$ cat config.mk
export PLATFORM = sky130hd
export DESIGN_NAME = hs_seq
export DESIGN_NICKNAME = d
export VERILOG_FILES = /design/src/rtl/hs_pkg.sv /design/src/rtl/hs_uv_filter.sv /design/src/rtl/hs_timer.sv /design/src/rtl/hs_seq.sv
export SDC_FILE = /design/constraint.sdc
export NUM_CORES = 1
export LEC_CHECK = 0
export ABC_CLOCK_PERIOD_IN_PS = 5800
export CORE_MARGIN = 2
export CORE_UTILIZATION = 56
export CTS_BUF_LIST = sky130_fd_sc_hd__clkbuf_8
export CTS_CLUSTER_DIAMETER = 150
export CTS_CLUSTER_SIZE = 25
export DETAILED_ROUTE_END_ITERATION = 8
export DONT_BUFFER_PORTS = 1
export GPL_TIMING_DRIVEN = 0
export PLACE_DENSITY = 0.72
export SLEW_MARGIN = 30
export SYNTH_ARGS = -nofsm -noshare
export SYNTH_HDL_FRONTEND = slang
export SYNTH_HIERARCHICAL = 1
export SYNTH_SLANG_ARGS = --single-unit
$ cat constraint.sdc
create_clock -name clk -period 5.8 [get_ports clk]
set_input_delay 0.58 -clock clk [delete_from_list [all_inputs] [get_ports clk]]
set_output_delay 0.58 -clock clk [all_outputs]
set_load 0.02 [all_outputs]
$ cat src/rtl/hs_pkg.sv
// Shared types for the hot-swap sequencer.
package hs_pkg;
    // Gate command encoding seen at the top-level port.
    typedef enum logic [1:0] {
        G_PULLDOWN = 2'b00,
        G_FLOAT    = 2'b01,
        G_RAMP     = 2'b10,
        G_FULL     = 2'b11
    } gate_cmd_t;

    // Sequencer phases.
    typedef enum logic [3:0] {
        S_DELAY, S_PROBE, S_HOLD, S_FLOAT, S_RAMP,
        S_FULL, S_ON, S_RETRY, S_LATCH
    } hs_state_t;
endpackage

$ cat src/rtl/hs_uv_filter.sv
// Qualifies loss of supply: uv_lost goes high once uv_ok has been sampled
// low on N consecutive clocks and stays high while it remains low.
// Assumes N >= 1.
module hs_uv_filter #(
    parameter int N = 75000
) (
    input  logic clk,
    input  logic rst_n,
    input  logic uv_ok,
    output logic uv_lost
);
    localparam int CW = $clog2(N + 1);

    logic [CW-1:0] low_cnt;

    // Count consecutive low samples, saturating at N.
    always_ff @(posedge clk) begin
        if (!rst_n)
            low_cnt <= '0;
        else if (uv_ok)
            low_cnt <= '0;
        else if (low_cnt != CW'(N))
            low_cnt <= low_cnt + 1'b1;
    end

    assign uv_lost = (low_cnt == CW'(N));
endmodule

$ cat src/rtl/hs_timer.sv
// Shared down-counter for phase lengths. A load sets the count; otherwise
// it decrements to zero and stops. expired is high at zero.
// Assumes loads use (cycles - 1), giving a phase of exactly that many cycles.
module hs_timer #(
    parameter int W       = 8,
    parameter int RST_VAL = 0
) (
    input  logic         clk,
    input  logic         rst_n,
    input  logic         load,
    input  logic [W-1:0] load_val,
    output logic         expired
);
    logic [W-1:0] cnt;

    // Load or count down.
    always_ff @(posedge clk) begin
        if (!rst_n)
            cnt <= W'(RST_VAL);
        else if (load)
            cnt <= load_val;
        else if (cnt != '0)
            cnt <= cnt - 1'b1;
    end

    assign expired = (cnt == '0);
endmodule

$ cat src/rtl/hs_seq.sv
// Hot-swap startup sequencer: startup delay, load probe, two-phase gate
// release, controlled ramp, power-good, and autoretry or latched fault
// handling. All times are clock cycles. Assumes every time parameter >= 1
// and that the inputs are already synchronous to clk.
module hs_seq #(
    parameter int T_START    = 11000000,
    parameter int T_PROBE    = 11000000,
    parameter int PROBE_MULT = 16,
    parameter int T_HOLD     = 17500,
    parameter int T_FLOAT    = 32500,
    parameter int T_PGOOD    = 63000,
    parameter int T_UVDROP   = 75000,
    parameter int T_RETRY    = 175000000,
    parameter bit LATCHED    = 1'b0
) (
    input  logic       clk,
    input  logic       rst_n,
    input  logic       uv_ok,
    input  logic       probe_ok,
    input  logic       out_low,
    input  logic       gate_90,
    input  logic       ovc_fault,
    output logic [1:0] gate_cmd,
    output logic       probe_en,
    output logic       pgood
);
    import hs_pkg::*;

    localparam int T_PRB_RETRY = T_PROBE * PROBE_MULT;
    localparam int M1 = (T_START > T_PRB_RETRY) ? T_START : T_PRB_RETRY;
    localparam int M2 = (M1 > T_RETRY) ? M1 : T_RETRY;
    localparam int M3 = (T_HOLD > T_FLOAT) ? T_HOLD : T_FLOAT;
    localparam int M4 = (M3 > T_PGOOD) ? M3 : T_PGOOD;
    localparam int TMAX = (M2 > M4) ? M2 : M4;
    localparam int TW = $clog2(TMAX + 1);

    localparam logic [TW-1:0] LD_START  = TW'(T_START - 1);
    localparam logic [TW-1:0] LD_PROBE  = TW'(T_PROBE - 1);
    localparam logic [TW-1:0] LD_HOLD   = TW'(T_HOLD - 1);
    localparam logic [TW-1:0] LD_FLOAT  = TW'(T_FLOAT - 1);
    localparam logic [TW-1:0] LD_PGOOD  = TW'(T_PGOOD - 1);
    localparam logic [TW-1:0] LD_PRBRT  = TW'(T_PRB_RETRY - 1);
    localparam logic [TW-1:0] LD_CBRT   = TW'(T_RETRY - 1);

    hs_state_t       st, st_nxt;
    logic            tmr_load;
    logic [TW-1:0]   tmr_val;
    logic            tmr_done;
    logic            uv_lost;

    hs_uv_filter #(.N(T_UVDROP)) u_uvf (
        .clk     (clk),
        .rst_n   (rst_n),
        .uv_ok   (uv_ok),
        .uv_lost (uv_lost)
    );

    hs_timer #(.W(TW), .RST_VAL(T_START - 1)) u_tmr (
        .clk      (clk),
        .rst_n    (rst_n),
        .load     (tmr_load),
        .load_val (tmr_val),
        .expired  (tmr_done)
    );

    // Fault destinations differ by recovery mode.
    hs_state_t       probe_fail_st, trip_st;
    logic            probe_fail_ld, trip_ld;
    generate
        if (LATCHED) begin : g_latched
            assign probe_fail_st = S_LATCH;
            assign trip_st       = S_LATCH;
            assign probe_fail_ld = 1'b0;
            assign trip_ld       = 1'b0;
        end else begin : g_retry
            assign probe_fail_st = S_RETRY;
            assign trip_st       = S_RETRY;
            assign probe_fail_ld = 1'b1;
            assign trip_ld       = 1'b1;
        end
    endgenerate

    // Next-phase and timer-load decision.
    always_comb begin
        st_nxt   = st;
        tmr_load = 1'b0;
        tmr_val  = LD_START;
        if (uv_lost && st != S_DELAY) begin
            st_nxt   = S_DELAY;
            tmr_load = 1'b1;
            tmr_val  = LD_START;
        end else begin
            case (st)
                S_DELAY: begin
                    if (!uv_ok) begin
                        tmr_load = 1'b1;
                        tmr_val  = LD_START;
                    end else if (tmr_done) begin
                        st_nxt   = S_PROBE;
                        tmr_load = 1'b1;
                        tmr_val  = LD_PROBE;
                    end
                end
                S_PROBE: begin
                    if (probe_ok) begin
                        st_nxt   = S_HOLD;
                        tmr_load = 1'b1;
                        tmr_val  = LD_HOLD;
                    end else if (tmr_done) begin
                        st_nxt   = probe_fail_st;
                        tmr_load = probe_fail_ld;
                        tmr_val  = LD_PRBRT;
                    end
                end
                S_HOLD: begin
                    if (tmr_done) begin
                        st_nxt   = S_FLOAT;
                        tmr_load = 1'b1;
                        tmr_val  = LD_FLOAT;
                    end
                end
                S_FLOAT: begin
                    if (tmr_done)
                        st_nxt = S_RAMP;
                end
                S_RAMP: begin
                    if (out_low) begin
                        st_nxt   = S_FULL;
                        tmr_load = 1'b1;
                        tmr_val  = LD_PGOOD;
                    end else if (gate_90) begin
                        st_nxt   = trip_st;
                        tmr_load = trip_ld;
                        tmr_val  = LD_CBRT;
                    end
                end
                S_FULL: begin
                    if (ovc_fault) begin
                        st_nxt   = trip_st;
                        tmr_load = trip_ld;
                        tmr_val  = LD_CBRT;
                    end else if (tmr_done) begin
                        st_nxt = S_ON;
                    end
                end
                S_ON: begin
                    if (ovc_fault) begin
                        st_nxt   = trip_st;
                        tmr_load = trip_ld;
                        tmr_val  = LD_CBRT;
                    end
                end
                S_RETRY: begin
                    if (tmr_done) begin
                        st_nxt   = S_PROBE;
                        tmr_load = 1'b1;
                        tmr_val  = LD_PROBE;
                    end
                end
                S_LATCH: st_nxt = S_LATCH;
                default: begin
                    st_nxt   = S_DELAY;
                    tmr_load = 1'b1;
                    tmr_val  = LD_START;
                end
            endcase
        end
    end

    // Phase register.
    always_ff @(posedge clk) begin
        if (!rst_n)
            st <= S_DELAY;
        else
            st <= st_nxt;
    end

    // Output decode from the phase.
    always_comb begin
        case (st)
            S_FLOAT:      gate_cmd = G_FLOAT;
            S_RAMP:       gate_cmd = G_RAMP;
            S_FULL, S_ON: gate_cmd = G_FULL;
            default:      gate_cmd = G_PULLDOWN;
        endcase
        probe_en = (st == S_PROBE);
        pgood    = (st == S_ON);
    end
endmodule

==> summary.log, run 1 <==
INFO  clocking       ctsRootBufferMaster=sky130_fd_sc_hd__clkbuf_8
INFO  yosys          post_synthesis_share_of_cell_area_spent_on_full_adders_half_adders_and_majority_gates=1.52%
INFO  clocking       clock_latency=300ps
INFO  yosys          synth_top_area_share=29.8%
INFO  yosys          ffs_w_async_s_r_synth=0%
INFO  pwr            p_clk_share=35.7%
INFO  drt            drc=0
INFO  clocking       cts_setup_buffers=0
INFO  drt            finalWirelength=7.78mm
INFO  clocking       cts-resized-gates=0
INFO  drt            antenna_left=0
INFO  cells_and_area final_cell_mix=sky130_fd_sc_hd__nand2_1 (49), sky130_fd_sc_hd__dfxtp_1 (49), sky130_fd_sc_hd__nor2_1 (31)
INFO  grt            grt_antenna_before_repair=0
INFO  clocking       cts_made_buffers=5
INFO  die            pin_count=11
INFO  drt            dr_total_vias=3046
INFO  critical_path  criticalPathCategory=flip-flop to flip-flop
INFO  sta            setup_viol_count_final=0
INFO  pwr            power_switching_share=24.2%
INFO  pwr            total_switching_power=144uW
INFO  grt            grt_start_max_net_pins=16
INFO  pwr            power.combinational.fraction=5.8%
INFO  die            rows=27
INFO  yosys          ys.warnings.count=6
INFO  sta            final_hold_viol_count=0
INFO  pwr            p_per_area=171nW/um2
INFO  sta            max_slew.worst_pin.slew=684ps
INFO  cells_and_area area_growth_syn_to_layout=6.01%
INFO  cells_and_area num-nets-final=443
INFO  yosys          synthFlopType=sky130_fd_sc_hd__dfxtp_1
INFO  pwr            worst_case_vdd_ir_drop=98.9uV
INFO  yosys          mean_instance_size_in_the_synthesized_netlist=7.79um2
INFO  status         run_status=complete, no violations
INFO  flow_run       number_of_maximum_capacitance_violations=0
INFO  critical_path  worst_reg2reg_path_length_in_cells=14
INFO  critical_path  reg2reg_setup_slack=1590ps
INFO  yosys          synthTopCellsByArea=sky130_fd_sc_hd__dfxtp_1 (30%), sky130_fd_sc_hd__nand2_1 (5.6%), sky130_fd_sc_hd__a21oi_1 (3.8%), sky130_fd_sc_hd__nor2_1 (3.5%), sky130_fd_sc_hd__o21ai_0 (3.5%)
INFO  sta            setup-tns-final=0ps
INFO  die            die_area=6500um2
INFO  grt            wire_length_of_the_first_global_routing_pass=13.4mm
INFO  sta            final_period_utilization=72.5%
INFO  min_path       hp-class=input port to flip-flop
INFO  min_path       worstHoldPathCells=1
INFO  yosys          dominant_combinational_cell_family_by_area_after_synthesis=simple AND/OR/NAND/NOR gates
INFO  pwr            power_leakage=1.13nW
INFO  yosys          synth-edff-count=0
INFO  die            floorplan.core_area=5570um2
INFO  critical_path  crit-reg2reg-capture=u_tmr/cnt[15]
INFO  clocking       clock_sink_count=49
INFO  drt            routed.top_layer=met4
INFO  pwr            power_internal=452uW
INFO  grt            first_global_vias=2792
INFO  critical_path  end_kind=flip-flop
INFO  sta            worst_clock_skew=5.31ps
INFO  clocking       tritoncts=built
INFO  drt            route.met2.wl=3.69mm
INFO  critical_path  path_common_cell=sky130_fd_sc_hd__clkbuf_1
INFO  yosys          syn_area=3290um2
INFO  yosys          ys_seq_area_share=29.8%
INFO  min_path       hold_start=rst_n
INFO  drt            routed-wl-met3=473um
INFO  yosys          synthesis.instances=422
INFO  critical_path  crit_required=5960ps
INFO  yosys          synth.area.mux_share=1.83%
INFO  drt            detailedRoute.firstPassIterationCount=4
INFO  drt            vias_per_cell=6.03
INFO  critical_path  cp-start-kind=flip-flop
INFO  cells_and_area fill_cells=518
INFO  sta            relSlewSlack=54.1%
INFO  sta            timing.hold.ws=402ps
INFO  place          placement.io_buffers=0
INFO  drt            drt_iter0_markers=196
INFO  place          finalWeightedCongestion=0.987
INFO  yosys          netlist.top_cell.by_area=sky130_fd_sc_hd__dfxtp_1
INFO  grt            overflow=0
INFO  yosys          post_synth_xor_area_fraction=6.12%
INFO  min_path       worstHoldEndpoint=u_tmr/cnt[6]
INFO  critical_path  critical_path.cell_chain=nor4_2 > nand4_2 > nor2_2 > buf_2 > clkbuf_1 > o21bai_1 > a21oi_1 > a21oi_1 > o22ai_1 > clkbuf_1 > clkbuf_1 > nor2_1 > nand3_1 > o2111ai_1
INFO  critical_path  crit_path_max_cell_delay=510ps
INFO  yosys          synth_area_in_compound_gates=18.8%
INFO  drt            m1WireLength=3.48mm
INFO  sta            fin_crit=4210ps
INFO  critical_path  worst_ep_arrival_time=4370ps
INFO  clocking       htreeDepth=2
INFO  sta            final_max_slew_viol_count=0
INFO  sta            max_clock_freq=238MHz
INFO  clocking       cts_hold_buf=0
INFO  cells_and_area post_route_cells_drive_above_1_share=9.47%
INFO  critical_path  rr_startpoint=u_tmr/cnt[4]
INFO  die            die_h=80.6um
INFO  die            initial_core_util=59.0%
INFO  critical_path  max_fo_critical_path=11
INFO  clocking       cts.clk_slew.worst_paths=90ps
INFO  yosys          synth_simple_gate_area_share=36.6%
INFO  cells_and_area insertedDiodeCount=0
INFO  grt            groute.usage.overall=26.2%
INFO  place          hpwl=5.66mm
INFO  drt            wl_per_cell=15.4um
INFO  clocking       clk_path_buf_depth=2
INFO  yosys          post_synth_num_cell_types=62
INFO  pwr            seq_power_share=58.5%
INFO  sta            setup_repair_after_global_routing_missed_its_margin=no
INFO  die            die_w=80.6um
INFO  critical_path  slowest_stage=sky130_fd_sc_hd__nor4_2
INFO  yosys          postSynthRegisterBits=49
==> flip-flops by register name, indices dropped and copies added (netlist names) <==
register,flops
u_tmr/cnt,28
st,4
u_uvf/low_cnt,17
==> worst max path at each step <==
stage / startpoint / endpoint / slack [ps] / cells past startpoint
after floorplan: u_tmr/cnt[4] / u_tmr/cnt[15] / 2730 / 14
after global placement: u_tmr/cnt[4] / u_tmr/cnt[15] / 1720 / 14
after detailed placement: u_tmr/cnt[4] / u_tmr/cnt[15] / 1670 / 14
after CTS: u_tmr/cnt[4] / u_tmr/cnt[15] / 1630 / 14
after global routing: u_tmr/cnt[4] / u_tmr/cnt[23] / 1190 / 15
final: u_tmr/cnt[4] / u_tmr/cnt[15] / 1590 / 14
==> final cells by class <==
class / count / area (um2) / area share, %
tap: 72 / 90.1 / 2.58
sequential: 49 / 981 / 28.1
buffer: 23 / 114 / 3.27
clock inverter: 2 / 13.8 / 0.395
multi-input combinational: 339 / 2150 / 61.8
inverter: 14 / 52.6 / 1.51
clock buffer: 6 / 82.6 / 2.37
==> worst max-delay path: cells and delay by family (launching register included) <==
kind | cells | cell delay (ps)
AOI/OAI and AO/OA | 5 | 670
and+or+nand+nor | 5 | 1370
DFF | 1 | 380
buffers and inverters | 4 | 1650
==> layer usage <==
layer	vias to the layer above	global-route usage, %
met3	15	4.72
met5	-	0
met4	0	8.98
li1	1543	-
met2	77	41.6
met1	1411	35.5
==> stage by stage <==
stage | utilization (%) | std cells | instance area (um2) | power (mW) | setup WS (ps)
3_5_place_dp | 60.8 | 497 | 3390 | 0.391 | 1670
4_1_cts | 62.6 | 505 | 3490 | 0.604 | 1630
3_3_place_gp | 60.8 | 497 | 3390 | 0.389 | 1720
5_1_grt | 62.6 | 505 | 3490 | 0.627 | 1190
6_report | 62.6 | 505 | 3490 | 0.596 | 1590
2_1_floorplan | - | 425 | 3300 | 0.382 | 2730
==> kinds of logic after synthesis <==
group	Yosys count
compound gates	99
xor+xnor	23
fa+ha+maj	4
buf+inv	37
flops	49
mux	6
other cells	2
simple gates	202
==> cells in the mapped netlist, types with 3 or more instances <==
master                     instances
sky130_fd_sc_hd__nor2_1           31
sky130_fd_sc_hd__nand2_1          49
sky130_fd_sc_hd__nand4_1           7
sky130_fd_sc_hd__buf_2             7
sky130_fd_sc_hd__or2_2             4
sky130_fd_sc_hd__a21oi_1          25
sky130_fd_sc_hd__nor4_2            4
sky130_fd_sc_hd__o311ai_0          5
sky130_fd_sc_hd__nor2b_1           7
sky130_fd_sc_hd__o21bai_1          3
sky130_fd_sc_hd__nor4_1           16
sky130_fd_sc_hd__ha_1              4
sky130_fd_sc_hd__nor3b_1           4
sky130_fd_sc_hd__a31oi_1           8
sky130_fd_sc_hd__and2_1            8
sky130_fd_sc_hd__o21ai_0          23
sky130_fd_sc_hd__or4_1             9
sky130_fd_sc_hd__o31ai_1           9
sky130_fd_sc_hd__o21a_1            4
sky130_fd_sc_hd__nand3b_1          4
sky130_fd_sc_hd__dfxtp_1          49
sky130_fd_sc_hd__o211ai_1          5
sky130_fd_sc_hd__or3_1             9
sky130_fd_sc_hd__clkbuf_1         11
sky130_fd_sc_hd__o21ai_1           4
sky130_fd_sc_hd__mux2i_1           6
sky130_fd_sc_hd__inv_1            14
sky130_fd_sc_hd__nand2b_1         11
sky130_fd_sc_hd__xor2_1           10
sky130_fd_sc_hd__nor3_1           10
sky130_fd_sc_hd__xnor2_1          13
sky130_fd_sc_hd__nand3_1          10
==> power by group through the flow <==
stage	Sequential (mW)	Combinational, mW	Clock (mW)
after floorplan	0.355	0.0267	0
after global placement	0.356	0.0332	0
after detailed placement	0.356	0.0342	0
after CTS	0.349	0.0344	0.221
after global routing	0.350	0.0395	0.238
final	0.349	0.0346	0.213
No activity file was read; power rests on OpenSTA's default activity.
==> inputs of run 2 (changes only) <==
Settings changed: ABC_CLOCK_PERIOD_IN_PS 5800 to 4200.
Clock period 5.8 ns to 4.2 ns, I/O delays scaled along.
==> run 2 against run 1 <==
Compared with the run above:
- register-to-register slack worse by 1200 ps
- via count increased by 0.53%
- total power rose by 39%
- design area grew 0.39%
- maximum frequency increased by 11%
- routed wire length grew 0.64%
- worst hold slack worse by 170 ps
- largest cell class unchanged
==> summary.log, run 2 (synthesized netlist as in run 1, its figures left out) <==
INFO  sta            setup_repair_after_global_routing_missed_its_margin=no
INFO  place          hpwl=5.66mm
INFO  place          finalWeightedCongestion=0.987
INFO  grt            grt_start_max_net_pins=16
INFO  critical_path  crit_family=simple AND/OR/NAND/NOR gates
INFO  clocking       clock_latency=300ps
INFO  drt            vias_per_cell=6.06
INFO  die            die_w=80.6um
INFO  sta            setup-tns-final=0ps
INFO  critical_path  critical_path_depth=14
INFO  critical_path  path_buf_inv=4
INFO  drt            detailedRoute.firstPassIterationCount=4
INFO  critical_path  max_fo_critical_path=11
INFO  critical_path  crit_path_max_cell_delay=440ps
INFO  die            floorplan.core_area=5570um2
INFO  sta            final_hold_viol_count=0
INFO  critical_path  cp-start-kind=flip-flop
INFO  grt            groute.usage.overall=26.2%
INFO  cells_and_area final_cell_mix=sky130_fd_sc_hd__nand2_1 (49), sky130_fd_sc_hd__dfxtp_1 (49), sky130_fd_sc_hd__nor2_1 (31)
INFO  clocking       cts_hold_buf=0
INFO  critical_path  reg2reg_setup_slack=420ps
INFO  critical_path  end_kind=flip-flop
INFO  sta            setup_viol_count_final=0
INFO  pwr            worst_case_vdd_ir_drop=137uV
INFO  cells_and_area num-nets-final=443
INFO  sta            worst_clock_skew=7.47ps
INFO  grt            overflow=0
INFO  die            pin_count=11
INFO  cells_and_area largest-register=u_tmr/cnt
INFO  sta            relSlewSlack=54.0%
INFO  cells_and_area area_growth_syn_to_layout=6.43%
INFO  critical_path  worst_reg2reg_path_length_in_cells=14
INFO  clocking       ctsRootBufferMaster=sky130_fd_sc_hd__clkbuf_8
INFO  clocking       cts.clk_slew.worst_paths=90ps
INFO  cells_and_area top_registers=u_tmr/cnt: 28 flops, u_uvf/low_cnt: 17 flops, st: 4 flops
INFO  die            die_area=6500um2
INFO  grt            wire_length_of_the_first_global_routing_pass=13.4mm
INFO  sta            max_clock_freq=265MHz
INFO  sta            final_critical_path_setup_slack=424ps
INFO  drt            finalWirelength=7.83mm
INFO  clocking       cts_setup_buffers=0
INFO  clocking       clk_path_buf_depth=2
INFO  drt            wl_per_cell=15.5um
INFO  flow_run       number_of_maximum_capacitance_violations=0
INFO  sta            final_period_utilization=89.9%
INFO  die            die_h=80.6um
INFO  drt            dr_total_vias=3062
INFO  drt            drt_iter0_markers=236
INFO  critical_path  crit_required=4370ps
INFO  sta            final_max_slew_viol_count=0
INFO  critical_path  critical_path.cell_chain=nor4_4 > nand4_2 > nor2_2 > buf_2 > clkbuf_2 > o21bai_1 > a21oi_1 > a21oi_1 > o22ai_1 > clkbuf_2 > nor2b_1 > buf_1 > o21ai_0 > o21ai_0
INFO  cells_and_area largest_register_ffs=28
INFO  critical_path  criticalPathCategory=flip-flop to flip-flop
INFO  pwr            p_per_area=236nW/um2
INFO  clocking       clock_sink_count=49
INFO  min_path       hp-class=input port to flip-flop
INFO  min_path       worstHoldPathCells=1
INFO  place          dp_worst_setup_slack=67.3ps
INFO  die            initial_core_util=59.0%
INFO  cells_and_area insertedDiodeCount=0
INFO  drt            drc=0
INFO  grt            first_global_vias=2792
INFO  place          placement.io_buffers=0
INFO  grt            grt_antenna_before_repair=0
INFO  sta            fin_crit=3780ps
INFO  pwr            power_leakage=1.15nW
INFO  sta            timing.hold.ws=236ps
INFO  clocking       htreeDepth=2
INFO  clocking       cts_made_buffers=5
INFO  critical_path  worst_ep_arrival_time=3940ps
INFO  clocking       tritoncts=built
INFO  sta            max_slew.worst_pin.slew=686ps
INFO  die            rows=27
INFO  status         run_status=complete, no violations
INFO  cells_and_area post_route_cells_drive_above_1_share=10.4%
INFO  critical_path  slowest_stage=sky130_fd_sc_hd__nor4_4
INFO  drt            antenna_left=0
==> run 2: power breakdown <==
| part | internal (mW) | total [mW] | switching [mW] |
|---|---|---|---|
| registers | 0.472 | 0.482 | 0.00976 |
| clock network | 0.134 | 0.296 | 0.162 |
| logic | 0.0186 | 0.0484 | 0.0298 |
==> run 2: routing by layer <==
layer | vias to the layer above | GRT usage (%) | routed length, um
met1 | 1421 | 35.5 | 3640
li1 | 1551 | - | -
met2 | 71 | 41.6 | 3660
met4 | 0 | 8.98 | 156
met5 | - | 0 | 0
met3 | 19 | 4.72 | 370
==> run 2: through the flow <==
| step | power (mW) | instance area, um2 | utilization [%] | instances |
|---|---|---|---|---|
| 2_1_floorplan | 0.527 | 3300 | - | 425 |
| 3_3_place_gp | 0.538 | 3390 | 60.8 | 497 |
| 3_5_place_dp | 0.540 | 3390 | 60.8 | 497 |
| 4_1_cts | 0.834 | 3490 | 62.6 | 505 |
| 5_1_grt | 0.867 | 3500 | 62.8 | 505 |
| 6_report | 0.826 | 3500 | 62.8 | 505 |
==> run 2: path summary, 6_finish.rpt <==
path	to	start
hold reg to reg	u_uvf/low_cnt[16]	u_uvf/low_cnt[16]
setup / recovery	u_tmr/cnt[19]	u_tmr/cnt[8]
setup reg to reg	u_tmr/cnt[19]	u_tmr/cnt[8]
hold / removal	u_tmr/cnt[6]	rst_n
==> run 2: what timing repair did <==
item,4_1_cts,5_1_grt
setup endpoints to repair,0,28
resized for setup,0,9
hold endpoints to repair,0,0
==> run 2: area by class of cell <==
class | count | area [um2]
flip-flops and latches | 49 | 981
inverters | 14 | 52.6
clock inverters | 2 | 13.8
fillers | 512 | 2070
multi-input cells | 339 | 2160
clock buffers | 6 | 82.6
well taps | 72 | 90.1
plain buffers | 23 | 119
